**src/rtl/dcw_pkg.sv**
```systemverilog
package dcw_pkg;
   localparam int NODE_WORDS      = 8;
   localparam int W_SIZE          = 4;
   localparam int W_LINK          = 5;
   localparam int W_CTRL          = 7;
   localparam int CTRL_LIST_BIT   = 4;
   localparam int CTRL_CANCEL_BIT = 20;
   localparam int WIN_LSB         = 6;
   localparam logic [5:0] OFF_REMAIN = 6'h30;

   typedef enum logic [1:0] {
      WALK_IDLE  = 2'd0,
      WALK_FETCH = 2'd1,
      WALK_COPY  = 2'd2
   } walk_state_e;
endpackage

```
**src/rtl/dcw_fetch.sv**
```systemverilog
module dcw_fetch #(
   parameter int DATA_W     = 32,
   parameter int MEM_AW     = 32,
   parameter int NODE_WORDS = 8
) (
   input  logic                                clk,
   input  logic                                rst_n,
   input  logic                                start,
   input  logic [MEM_AW-1:0]                   start_addr,
   input  logic                                cancel,
   input  logic                                mem_rvalid,
   input  logic [DATA_W-1:0]                   mem_rdata,
   output logic                                mem_req,
   output logic [MEM_AW-1:0]                   mem_addr,
   output logic [NODE_WORDS-1:0][DATA_W-1:0]   node_q,
   output logic                                node_ready,
   output logic                                abort_done
);
   localparam int IDX_W = (NODE_WORDS > 1) ? $clog2(NODE_WORDS) : 1;
   localparam logic [IDX_W-1:0] LAST_IDX = IDX_W'(NODE_WORDS - 1);

   logic              active;
   logic              drop;
   logic [IDX_W-1:0]  idx;
   logic [MEM_AW-1:0] base;
   logic [DATA_W-1:0] stage [NODE_WORDS];

   assign mem_req    = active;
   assign mem_addr   = base + (MEM_AW'(idx) << 2);
   assign abort_done = active & mem_rvalid & (drop | cancel);

   always_ff @(posedge clk or negedge rst_n) begin
      if (!rst_n) begin
         active     <= 1'b0;
         drop       <= 1'b0;
         idx        <= '0;
         base       <= '0;
         node_ready <= 1'b0;
      end else begin
         node_ready <= 1'b0;
         if (start) begin
            active <= 1'b1;
            drop   <= 1'b0;
            idx    <= '0;
            base   <= start_addr & ~MEM_AW'(3);
         end else if (active) begin
            if (cancel) drop <= 1'b1;
            if (mem_rvalid) begin
               if (drop || cancel) begin
                  active <= 1'b0;
                  drop   <= 1'b0;
               end else if (idx == LAST_IDX) begin
                  active     <= 1'b0;
                  node_ready <= 1'b1;
               end else begin
                  idx <= idx + 1'b1;
               end
            end
         end
      end
   end

   for (genvar k = 0; k < NODE_WORDS; k++) begin : g_stage
      always_ff @(posedge clk or negedge rst_n) begin
         if (!rst_n)
            stage[k] <= '0;
         else if (active && mem_rvalid && idx == IDX_W'(k))
            stage[k] <= mem_rdata;
      end
      assign node_q[k] = stage[k];
   end
endmodule

```
**src/rtl/dcw_bytecount.sv**
```systemverilog
module dcw_bytecount #(
   parameter int SIZE_W = 24
) (
   input  logic              clk,
   input  logic              rst_n,
   input  logic              load,
   input  logic [SIZE_W-1:0] load_val,
   input  logic              beat,
   input  logic              clear,
   output logic [SIZE_W-1:0] remain,
   output logic              counting,
   output logic              done
);
   always_ff @(posedge clk or negedge rst_n) begin
      if (!rst_n) begin
         remain   <= '1;
         counting <= 1'b0;
         done     <= 1'b0;
      end else begin
         done <= 1'b0;
         if (clear) begin
            remain   <= '1;
            counting <= 1'b0;
         end else if (load) begin
            remain   <= load_val;
            counting <= 1'b1;
         end else if (counting && beat) begin
            if (remain == '0) begin
               remain   <= '1;
               counting <= 1'b0;
               done     <= 1'b1;
            end else begin
               remain <= remain - 1'b1;
            end
         end
      end
   end
endmodule

```
**src/rtl/dcw_regs.sv**
```systemverilog
module dcw_regs
   import dcw_pkg::*;
#(
   parameter int DATA_W = 32
) (
   input  logic                               clk,
   input  logic                               rst_n,
   input  logic                               commit,
   input  logic [NODE_WORDS-1:0][DATA_W-1:0]  node_d,
   input  logic                               sw_we,
   input  logic [2:0]                         sw_idx,
   input  logic [DATA_W-1:0]                  sw_wdata,
   input  logic                               list_clr,
   output logic [NODE_WORDS-1:0][DATA_W-1:0]  words
);
   localparam logic [DATA_W-1:0] CANCEL_MASK = DATA_W'(1) << CTRL_CANCEL_BIT;

   for (genvar k = 0; k < NODE_WORDS; k++) begin : g_word
      if (k == W_CTRL) begin : g_ctrl
         always_ff @(posedge clk or negedge rst_n) begin
            if (!rst_n)
               words[k] <= '0;
            else if (commit)
               words[k] <= node_d[k];
            else if (sw_we && sw_idx == 3'(k))
               words[k] <= sw_wdata & ~CANCEL_MASK;
            else if (list_clr)
               words[k][CTRL_LIST_BIT] <= 1'b0;
         end
      end else begin : g_plain
         always_ff @(posedge clk or negedge rst_n) begin
            if (!rst_n)
               words[k] <= '0;
            else if (commit)
               words[k] <= node_d[k];
            else if (sw_we && sw_idx == 3'(k))
               words[k] <= sw_wdata;
         end
      end
   end
endmodule

```
**src/rtl/dma_chain_walker.sv**
```systemverilog
module dma_chain_walker
   import dcw_pkg::*;
#(
   parameter int DATA_W  = 32,
   parameter int MEM_AW  = 32,
   parameter int REG_AW  = 12,
   parameter int SIZE_W  = 24,
   parameter int CHAN_ID = 2
) (
   input  logic              clk,
   input  logic              rst_n,
   input  logic              reg_wr,
   input  logic [REG_AW-1:0] reg_addr,
   input  logic [DATA_W-1:0] reg_wdata,
   output logic [DATA_W-1:0] reg_rdata,
   output logic              mem_req,
   output logic [MEM_AW-1:0] mem_addr,
   input  logic              mem_rvalid,
   input  logic [DATA_W-1:0] mem_rdata,
   input  logic              beat_ok,
   output logic              busy,
   output logic              evt
);
   localparam int SEL_W = REG_AW - WIN_LSB;

   if (REG_AW <= WIN_LSB) begin : g_bad_regaw
      $error("REG_AW must exceed the window offset width");
   end
   if (SIZE_W < 1 || SIZE_W > DATA_W) begin : g_bad_size
      $error("SIZE_W must lie in 1..DATA_W");
   end
   if (DATA_W <= CTRL_CANCEL_BIT || MEM_AW > DATA_W) begin : g_bad_data
      $error("DATA_W too narrow for control or link words");
   end
   if (CHAN_ID < 0 || CHAN_ID >= (1 << SEL_W)) begin : g_bad_chan
      $error("CHAN_ID does not fit the window select field");
   end

   walk_state_e st;
   logic        first;

   logic [5:0]  off;
   logic        win_hit, word_sel, wr_word, ctrl_wr;
   logic [2:0]  word_idx;
   logic        cancel_wr, start_go, sw_we;
   logic        in_copy, in_fetch;

   logic [NODE_WORDS-1:0][DATA_W-1:0] node_q;
   logic [NODE_WORDS-1:0][DATA_W-1:0] words;
   logic        node_ready, abort_done, commit;
   logic        fetch_start, fetch_cancel;
   logic [MEM_AW-1:0] link;
   logic        link_zero;
   logic [SIZE_W-1:0] remain;
   logic        cnt_counting, cnt_done, cnt_clear;
   logic        list_clr;

   assign off      = reg_addr[WIN_LSB-1:0];
   assign win_hit  = (reg_addr[REG_AW-1:WIN_LSB] == SEL_W'(CHAN_ID));
   assign word_sel = win_hit && !off[5] && (off[1:0] == 2'b00);
   assign word_idx = off[4:2];
   assign wr_word  = reg_wr && word_sel;
   assign ctrl_wr  = wr_word && (word_idx == 3'(W_CTRL));

   assign in_copy   = (st == WALK_COPY);
   assign in_fetch  = (st == WALK_FETCH);
   assign busy      = (st != WALK_IDLE);
   assign cancel_wr = ctrl_wr && reg_wdata[CTRL_CANCEL_BIT] && busy;
   assign start_go  = ctrl_wr && !busy && reg_wdata[CTRL_LIST_BIT]
                      && !reg_wdata[CTRL_CANCEL_BIT];
   assign sw_we     = wr_word && !busy;

   assign link      = words[W_LINK][MEM_AW-1:0];
   assign link_zero = (link == '0);

   assign commit       = in_fetch && node_ready && !cancel_wr;
   assign fetch_cancel = in_fetch && cancel_wr;
   assign fetch_start  = start_go || (in_copy && cnt_done && !cancel_wr && !link_zero);
   assign cnt_clear    = in_copy && cancel_wr;
   assign list_clr     = (in_copy && (cancel_wr || (cnt_done && link_zero)))
                       || (in_fetch && (abort_done || (node_ready && cancel_wr)));

   dcw_fetch #(
      .DATA_W     (DATA_W),
      .MEM_AW     (MEM_AW),
      .NODE_WORDS (NODE_WORDS)
   ) u_fetch (
      .clk        (clk),
      .rst_n      (rst_n),
      .start      (fetch_start),
      .start_addr (link),
      .cancel     (fetch_cancel),
      .mem_rvalid (mem_rvalid),
      .mem_rdata  (mem_rdata),
      .mem_req    (mem_req),
      .mem_addr   (mem_addr),
      .node_q     (node_q),
      .node_ready (node_ready),
      .abort_done (abort_done)
   );

   dcw_regs #(
      .DATA_W (DATA_W)
   ) u_regs (
      .clk      (clk),
      .rst_n    (rst_n),
      .commit   (commit),
      .node_d   (node_q),
      .sw_we    (sw_we),
      .sw_idx   (word_idx),
      .sw_wdata (reg_wdata),
      .list_clr (list_clr),
      .words    (words)
   );

   dcw_bytecount #(
      .SIZE_W (SIZE_W)
   ) u_count (
      .clk      (clk),
      .rst_n    (rst_n),
      .load     (commit),
      .load_val (node_q[W_SIZE][SIZE_W-1:0]),
      .beat     (beat_ok && in_copy),
      .clear    (cnt_clear),
      .remain   (remain),
      .counting (cnt_counting),
      .done     (cnt_done)
   );

   always_ff @(posedge clk or negedge rst_n) begin
      if (!rst_n) begin
         st    <= WALK_IDLE;
         first <= 1'b0;
         evt   <= 1'b0;
      end else begin
         evt <= 1'b0;
         unique case (st)
            WALK_IDLE: begin
               if (start_go) begin
                  st    <= WALK_FETCH;
                  first <= 1'b1;
               end
            end
            WALK_FETCH: begin
               if (abort_done) begin
                  st <= WALK_IDLE;
               end else if (node_ready) begin
                  if (cancel_wr) begin
                     st <= WALK_IDLE;
                  end else begin
                     st    <= WALK_COPY;
                     evt   <= first;
                     first <= 1'b0;
                  end
               end
            end
            WALK_COPY: begin
               if (cancel_wr) begin
                  st <= WALK_IDLE;
               end else if (cnt_done) begin
                  evt <= 1'b1;
                  st  <= link_zero ? WALK_IDLE : WALK_FETCH;
               end
            end
            default: st <= WALK_IDLE;
         endcase
      end
   end

   always_comb begin
      reg_rdata = '0;
      if (word_sel)
         reg_rdata = words[word_idx];
      else if (win_hit && off == OFF_REMAIN)
         reg_rdata = DATA_W'(remain);
   end

   logic unused_ok;
   assign unused_ok = cnt_counting;
endmodule

```
**config.mk**
```make
export PLATFORM = sky130hd
export DESIGN_NAME = dma_chain_walker
export DESIGN_NICKNAME = d
export VERILOG_FILES = /design/src/rtl/dcw_pkg.sv /design/src/rtl/dcw_fetch.sv /design/src/rtl/dcw_bytecount.sv /design/src/rtl/dcw_regs.sv /design/src/rtl/dma_chain_walker.sv
export SDC_FILE = /design/constraint.sdc
export NUM_CORES = 1
export LEC_CHECK = 0
export BUFFER_PORTS_ARGS = -buffer_cell sky130_fd_sc_hd__buf_2
export CAP_MARGIN = 40
export CORE_ASPECT_RATIO = 0.5
export CORE_MARGIN = 2
export CORE_UTILIZATION = 40
export DETAILED_ROUTE_END_ITERATION = 16
export PLACE_DENSITY = 0.61
export SKIP_LAST_GASP = 1
export SLEW_MARGIN = 20
export SYNTH_ARGS = -nofsm -noshare
export SYNTH_HDL_FRONTEND = slang
export SYNTH_SLANG_ARGS = --single-unit
```
**constraint.sdc**
```tcl
create_clock -name clk -period 2.9 [get_ports clk]
set_clock_uncertainty 0.1 [all_clocks]
set_input_delay 0.58 -clock clk [delete_from_list [all_inputs] [get_ports clk]]
set_output_delay 0.58 -clock clk [all_outputs]
set_load 0.05 [all_outputs]
```
# Word level (Yosys, flattened, before mapping)
# Index checks and enable logic that the tools add are counted.
[word_totals]
reg_bits = 578
latchBits = 0
ramBits = 0
mem_bits_ro = 0
input_bits = 81
output_inout_bits = 67
wordCells = 211
mem_count = 0
[op_classes]
n_addsub = 3
mul = 0
div_mod_pow = 0
order_cmp = 1
n_eq_ne = 26
shift = 0
muxes = 74
bitwise_logic = 3
reduce_logical = 76
[op_table]
columns = ["operator", "n"]
rows = [
  ["$mux W32", 17],
  ["$mux W24", 5],
  ["$bmux W32 S3", 1],
  ["$logic_and A1 B1 Y1", 41],
  ["$mux W1", 35],
  ["$add A32 B5 Y32", 1],
  ["$logic_not A32 Y1", 1],
  ["$mux W27", 1],
  ["$eq A3 B3 Y1 const B", 8],
  ["$logic_not A24 Y1", 1],
  ["$reduce_bool A2 Y1", 12],
  ["$sub A24 B1 Y24 const B", 1],
  ["$mux W3", 5],
  ["$eq A3 B2 Y1 const B", 4],
  ["$mux W2", 6],
  ["$ne A2 B2 Y1 const B", 5],
  ["$reduce_bool A3 Y1", 3],
  ["$eq A3 B1 Y1 const B", 2],
  ["$eq A6 B2 Y1 const B", 1],
  ["$eq A6 B6 Y1 const B", 1],
  ["$logic_not A3 Y1", 2],
  ["$pmux W2 S3", 1],
  ["$logic_not A1 Y1", 5],
  ["$logic_or A1 B1 Y1", 5],
  ["16 further kinds", 19],
]

# Logic depth before layout (Yosys ltp)
[logic_depth]
depth_word = 16
depth_mapped = 11
mapped_depth_nobuf = 8

# Hierarchy
# Synthesis repeated with hierarchy kept, for this count alone.
[unflattened]
cells_unflattened = 2318
area_unflattened_um2 = 27956.8
[by_module_without_submodules]
columns = ["module", "instances", "cells_each", "area_per_inst_um2", "seq_area_each_um2"]
rows = [
  ["dcw_regs", 1, 1153, 11975.2, 6406.1],
  ["dcw_fetch", 1, 736, 11579.9, 7307.0],
  ["dma_chain_walker", 1, 238, 2662.6, 100.1],
  ["dcw_bytecount", 1, 191, 1739.2, 680.7],
]

# Worst setup path after synthesis
# No wires, ideal clock.
[synth_timing]
path_kind = "input to output"
from = "input port reg_addr[2]"
to = "output port reg_rdata[10]"
arrival_time_ns = 2.810
required_ns = 2.220
path_slack_ns = -0.590
path_stages = 6
path_buffers = 3
path_cell_list = "clkbuf_1 buf_2 clkbuf_1 mux4_2 mux2i_1 o21ai_0"
[synth_between]
elab_chain_len = 4
word_cells_on_any_way = 6
classes_between = "eq/ne (1); mux (4); reduce/logical (1)"
[synth_rtl]
columns = ["item", "line_no", "source"]
rows = [
  ["start: declaration", "dma_chain_walker.sv:13", "input logic [REG_AW-1:0] reg_addr,"],
  ["$eq A6 B6 Y1", "dma_chain_walker.sv:174", "else if (win_hit && off == OFF_REMAIN)"],
  ["$logic_and A1 B1 Y1", "dma_chain_walker.sv:174", ""],
  ["$mux W24", "dma_chain_walker.sv:174", ""],
  ["$mux W32 *", "dma_chain_walker.sv:172", "if (word_sel)"],
  ["end: declaration", "dma_chain_walker.sv:15", "output logic [DATA_W-1:0] reg_rdata,"],
]
# Every way passes the cells marked *; elsewhere a longest branch is shown, timed or not. The select of a mux whose other input is x is not followed.

# Worst setup path in the final report
[layout_timing]
from = "register u_fetch.idx[0]"
to = "output port mem_addr[28]"
[layout_between]
elab_chain_len = 1
[layout_rtl]
columns = ["item", "line_no", "source"]
rows = [
  ["start: declaration", "dcw_fetch.sv:24", "logic [IDX_W-1:0] idx;"],
  ["start signal: assignment", "dcw_fetch.sv:56", "idx <= idx + 1'b1;"],
  ["$add A32 B5 Y32", "dcw_fetch.sv:29", "assign mem_addr = base + (MEM_AW'(idx) << 2);"],
  ["end: declaration", "dma_chain_walker.sv:17", "output logic [MEM_AW-1:0] mem_addr,"],
]
# No other way between the ends.

==> impl_metrics.toml <==
[hold_path]
hold_path_class = "primary input to flip-flop"

[final_layout]
fillers = 6064
fin_cells = 3490
layout.nets = 2638
utilization_pct = 48.22
syn_to_final_growth_pct = 19.59
seq_area_mm2 = 0.01450
multi_input_area_mm2 = 0.01283
final_cell_area_mm2 = 0.03319
final_layout_size_suffix_gt1_share_pct = 33.44

[setup_path]
cp-end-kind = "primary output"
slowest_stage = "or4_4"
arrival_ns = 2.79
critPathLaunchType = "flip-flop"
worst_ep_required_time_ns = 2.22
crit_path_max_incr_delay_ns = 0.49
crit_type = "flip-flop to primary output"
path_delay_family = "simple AND/OR/NAND/NOR gates"
rrSetupSlack_ns = 0.32
cp_num_buf_inv = 2
worstPathCellList = "ha_2 > inv_2 > fa_2 > nor2b_4 > o21ai_4 > or4_4 > nor2_4 > xor2_4 > buf_6"
worstPathMaxFanout = 4

[die]
io_pins = 148
core_area_mm2 = 0.06883
die_w_um = 376.5
rows = 68
die_area_mm2 = 0.07163
die_h_um = 190.3
start_util_pct = 40.32

[outcome]
status = "complete, but fails checks"
violations = "negative setup slack"

[timing]
slew_headroom_pct = 50.04
tightestPinTransition_ns = 0.7390
fmax_ghz = 0.2879
post-route-period-util_pct = 119.8
setup-violations-final = 27
drv_slew = 0
fin_crit_ns = 3.473
hold_viol = 0
postLayoutSetupSlackWorst_ns = -0.5733
rsz0062_at_grt = "true"

[logic_synthesis]
syn_avg_cell_area_um2 = 11.72
synth_area_mm2 = 0.02775
async_flop_share_pct = 100.0
synth_xor_area_share_pct = 0.8837
yosys_warnings = 0
synth_compound_area_share_pct = 7.133
synth_most_common_cell = "dfrtp_1"
synthFlopType = "dfrtp_1"
synth_area_leader_cell = "dfrtp_1"
synth_top_area_share_pct = 49.95
synth_top_family_by_area = "multiplexers"
ys_types = 67
synth.top_cells.by_count = "554 x dfrtp_1, 350 x nand2_1, 281 x mux2_2, 257 x mux2i_1, 161 x o21ai_0"
yosys.area_share.simple_pct = 9.283
synth_edf_count = 0
synthTopCellsByArea = "dfrtp_1 50%, mux2_2 11%, mux2i_1 9.3%"
synth-seq-cells = 578
synthCells = 2368
muxShareOfSynthArea_pct = 26.19
synth_fa_ha_area_share_pct = 0.7484
synth-seq-area-share_pct = 52.23

[global_route]
grt_pass1_vias = 19320
grt_max_degree = 81
track_usage_pct = 21.95
globalRouteMet3Util_pct = 3.454
met1_usage_pct = 30.09
grt_busiest_layer = "met2"
grt_pass1_wl_um = 119800
gr-total-overflow = 0
antenna_found_initial = 5
grt_use_met2_pct = 36.21

[placement]
gp_congestion = 0.8498
dp_cells = 3382
dp_hpwl_um = 51190
port_buffers = 145
dpl-instance-area_mm2 = 0.03087

[clocking]
htreeDepth = 2
cts_tree = "done"
clk_pin_slew_ns = 0.07
clkSinkCount = 578
cts_made_buffers = 55
cts-root-buf = "clkbuf_16"
clk_latency_ns = 0.63
cts_buffer_depth = 3

[job]
maxCapViolCount = 0

[detailed_routing]
vias_per_cell = 5.522
finalWirelength_um = 78150
wl_per_cell_um = 22.39
drc = 0
vias = 19270
drt_first_pass_iters = 5
drtAntennaViolNets = 0
drt_iter0_drc = 1584

[power]
power.total_mw = 16.56
ir_drop_mv = 0.4095
power.leakage_nw = 16.46
power_density_mw_per_mm2 = 498.8
[worst paths after layout]
kind,startpoint,cells after the start,to
worst min-delay path,mem_rvalid,3,u_fetch.mem_req
worst min register to register,u_fetch.node_q[244],2,u_regs.words[244]
max in group asynchronous,rst_n,3,u_count.remain[8]
worst max-delay path,u_fetch.idx[0],9,mem_addr[28]
min in group asynchronous,rst_n,2,u_fetch.node_q[116]
worst max register to register,u_count.remain[0],8,u_count.remain[18]
[area by class of cell]
| cell class | instances | area share [%] |
|---|---|---|
| inverters | 25 | 0.2827 |
| flip-flops and latches | 578 | 43.68 |
| repair buffers | 302 | 8.324 |
| clock inverters | 17 | 0.7314 |
| clock buffers | 77 | 4.886 |
| multi-input cells | 1579 | 38.65 |
| well taps | 910 | 3.431 |
| diodes | 2 | 0.01508 |
[cells in the final DEF (no fill, tap or decap), drive strengths merged, types with 6 or more instances in the layout]
| cell | Yosys | layout |
|---|---|---|
| ha | 15 | 15 |
| a21oi | 21 | 21 |
| nor3 | 27 | 27 |
| dfrtp | 554 | 554 |
| a21o | 8 | 8 |
| nor4 | 20 | 20 |
| nor2 | 77 | 77 |
| o21ai | 265 | 265 |
| nand2 | 350 | 350 |
| and4 | 7 | 7 |
| nand3 | 25 | 25 |
| xnor2 | 22 | 22 |
| clkbuf | 84 | 79 |
| xor2 | 6 | 6 |
| o22ai | 10 | 10 |
| bufinv | 0 | 6 |
| clkinv | 0 | 10 |
| mux2i | 257 | 257 |
| mux4 | 64 | 64 |
| nand4 | 19 | 19 |
| buf | 103 | 299 |
| dfstp | 24 | 24 |
| inv | 25 | 26 |
| mux2 | 289 | 289 |
| a31oi | 32 | 32 |
[tightest hold or removal path, cell delays in order]
cell and delay [ns]:
buf_2 0.11, o21ai_0 0.06, a21o_1 0.11
[report_power, final]
part           switching (mW)  internal (mW)  leakage (nW)  total, mW
Clock                    3.23           4.40         0.927       7.63
Sequential             0.0208           8.09          7.98       8.11
Combinational           0.552          0.262          7.55      0.814
[kinds of logic after synthesis]
logic type,Yosys count
mux,610
fa+ha+maj,16
buf+inv,212
flops,578
xor+xnor,28
compound gates,359
other cells,1
simple gates,564
[per-layer routing]
| metal | part of all wire (%) | vias to the layer above | wire [um] |
|---|---|---|---|
| li1 | - | 8782 | - |
| met1 | 45 | 9967 | 34900 |
| met2 | 48 | 401 | 37650 |
| met3 | 4.6 | 117 | 3630 |
| met4 | 2.5 | 4 | 1944 |
| met5 | 0.035 | - | 27 |
[sequential cells by signal, summed over array words and instances (netlist names)]
signal              cells
u_fetch.idx             3
u_count.remain         24
u_regs.words          256
u_count.done            1
st                      2
u_fetch.node_q        256
u_fetch.mem_req         1
evt                     1
u_fetch.drop            1
u_fetch.base           30
u_count.counting        1
first                   1
u_fetch.node_ready      1
[stage by stage]
| stage | hold WS [ns] | worst slack [ns] | setup TNS, ns |
|---|---|---|---|
| global placement | 0.3510 | -0.1157 | -0.4371 |
| CTS | 0.1350 | -0.6408 | -8.658 |
| detailed placement | 0.3517 | -0.1788 | -0.6057 |
| finish | 0.1589 | -0.5733 | -8.409 |
| global route | 0.1663 | -0.6644 | -11.28 |
| floorplan | 0.1844 | -0.2089 | -0.7151 |
[timing repair]
item                       in CTS  in global routing
hold buffers                    1                  0
gates cloned                    0                  1
setup buffers                   5                  8
setup endpoints to repair      32                 52
pin swaps                      22                 16
hold endpoints to repair       38                  0
gates resized for setup        75                 22
Note: power is estimated with default switching activity, not from simulation.
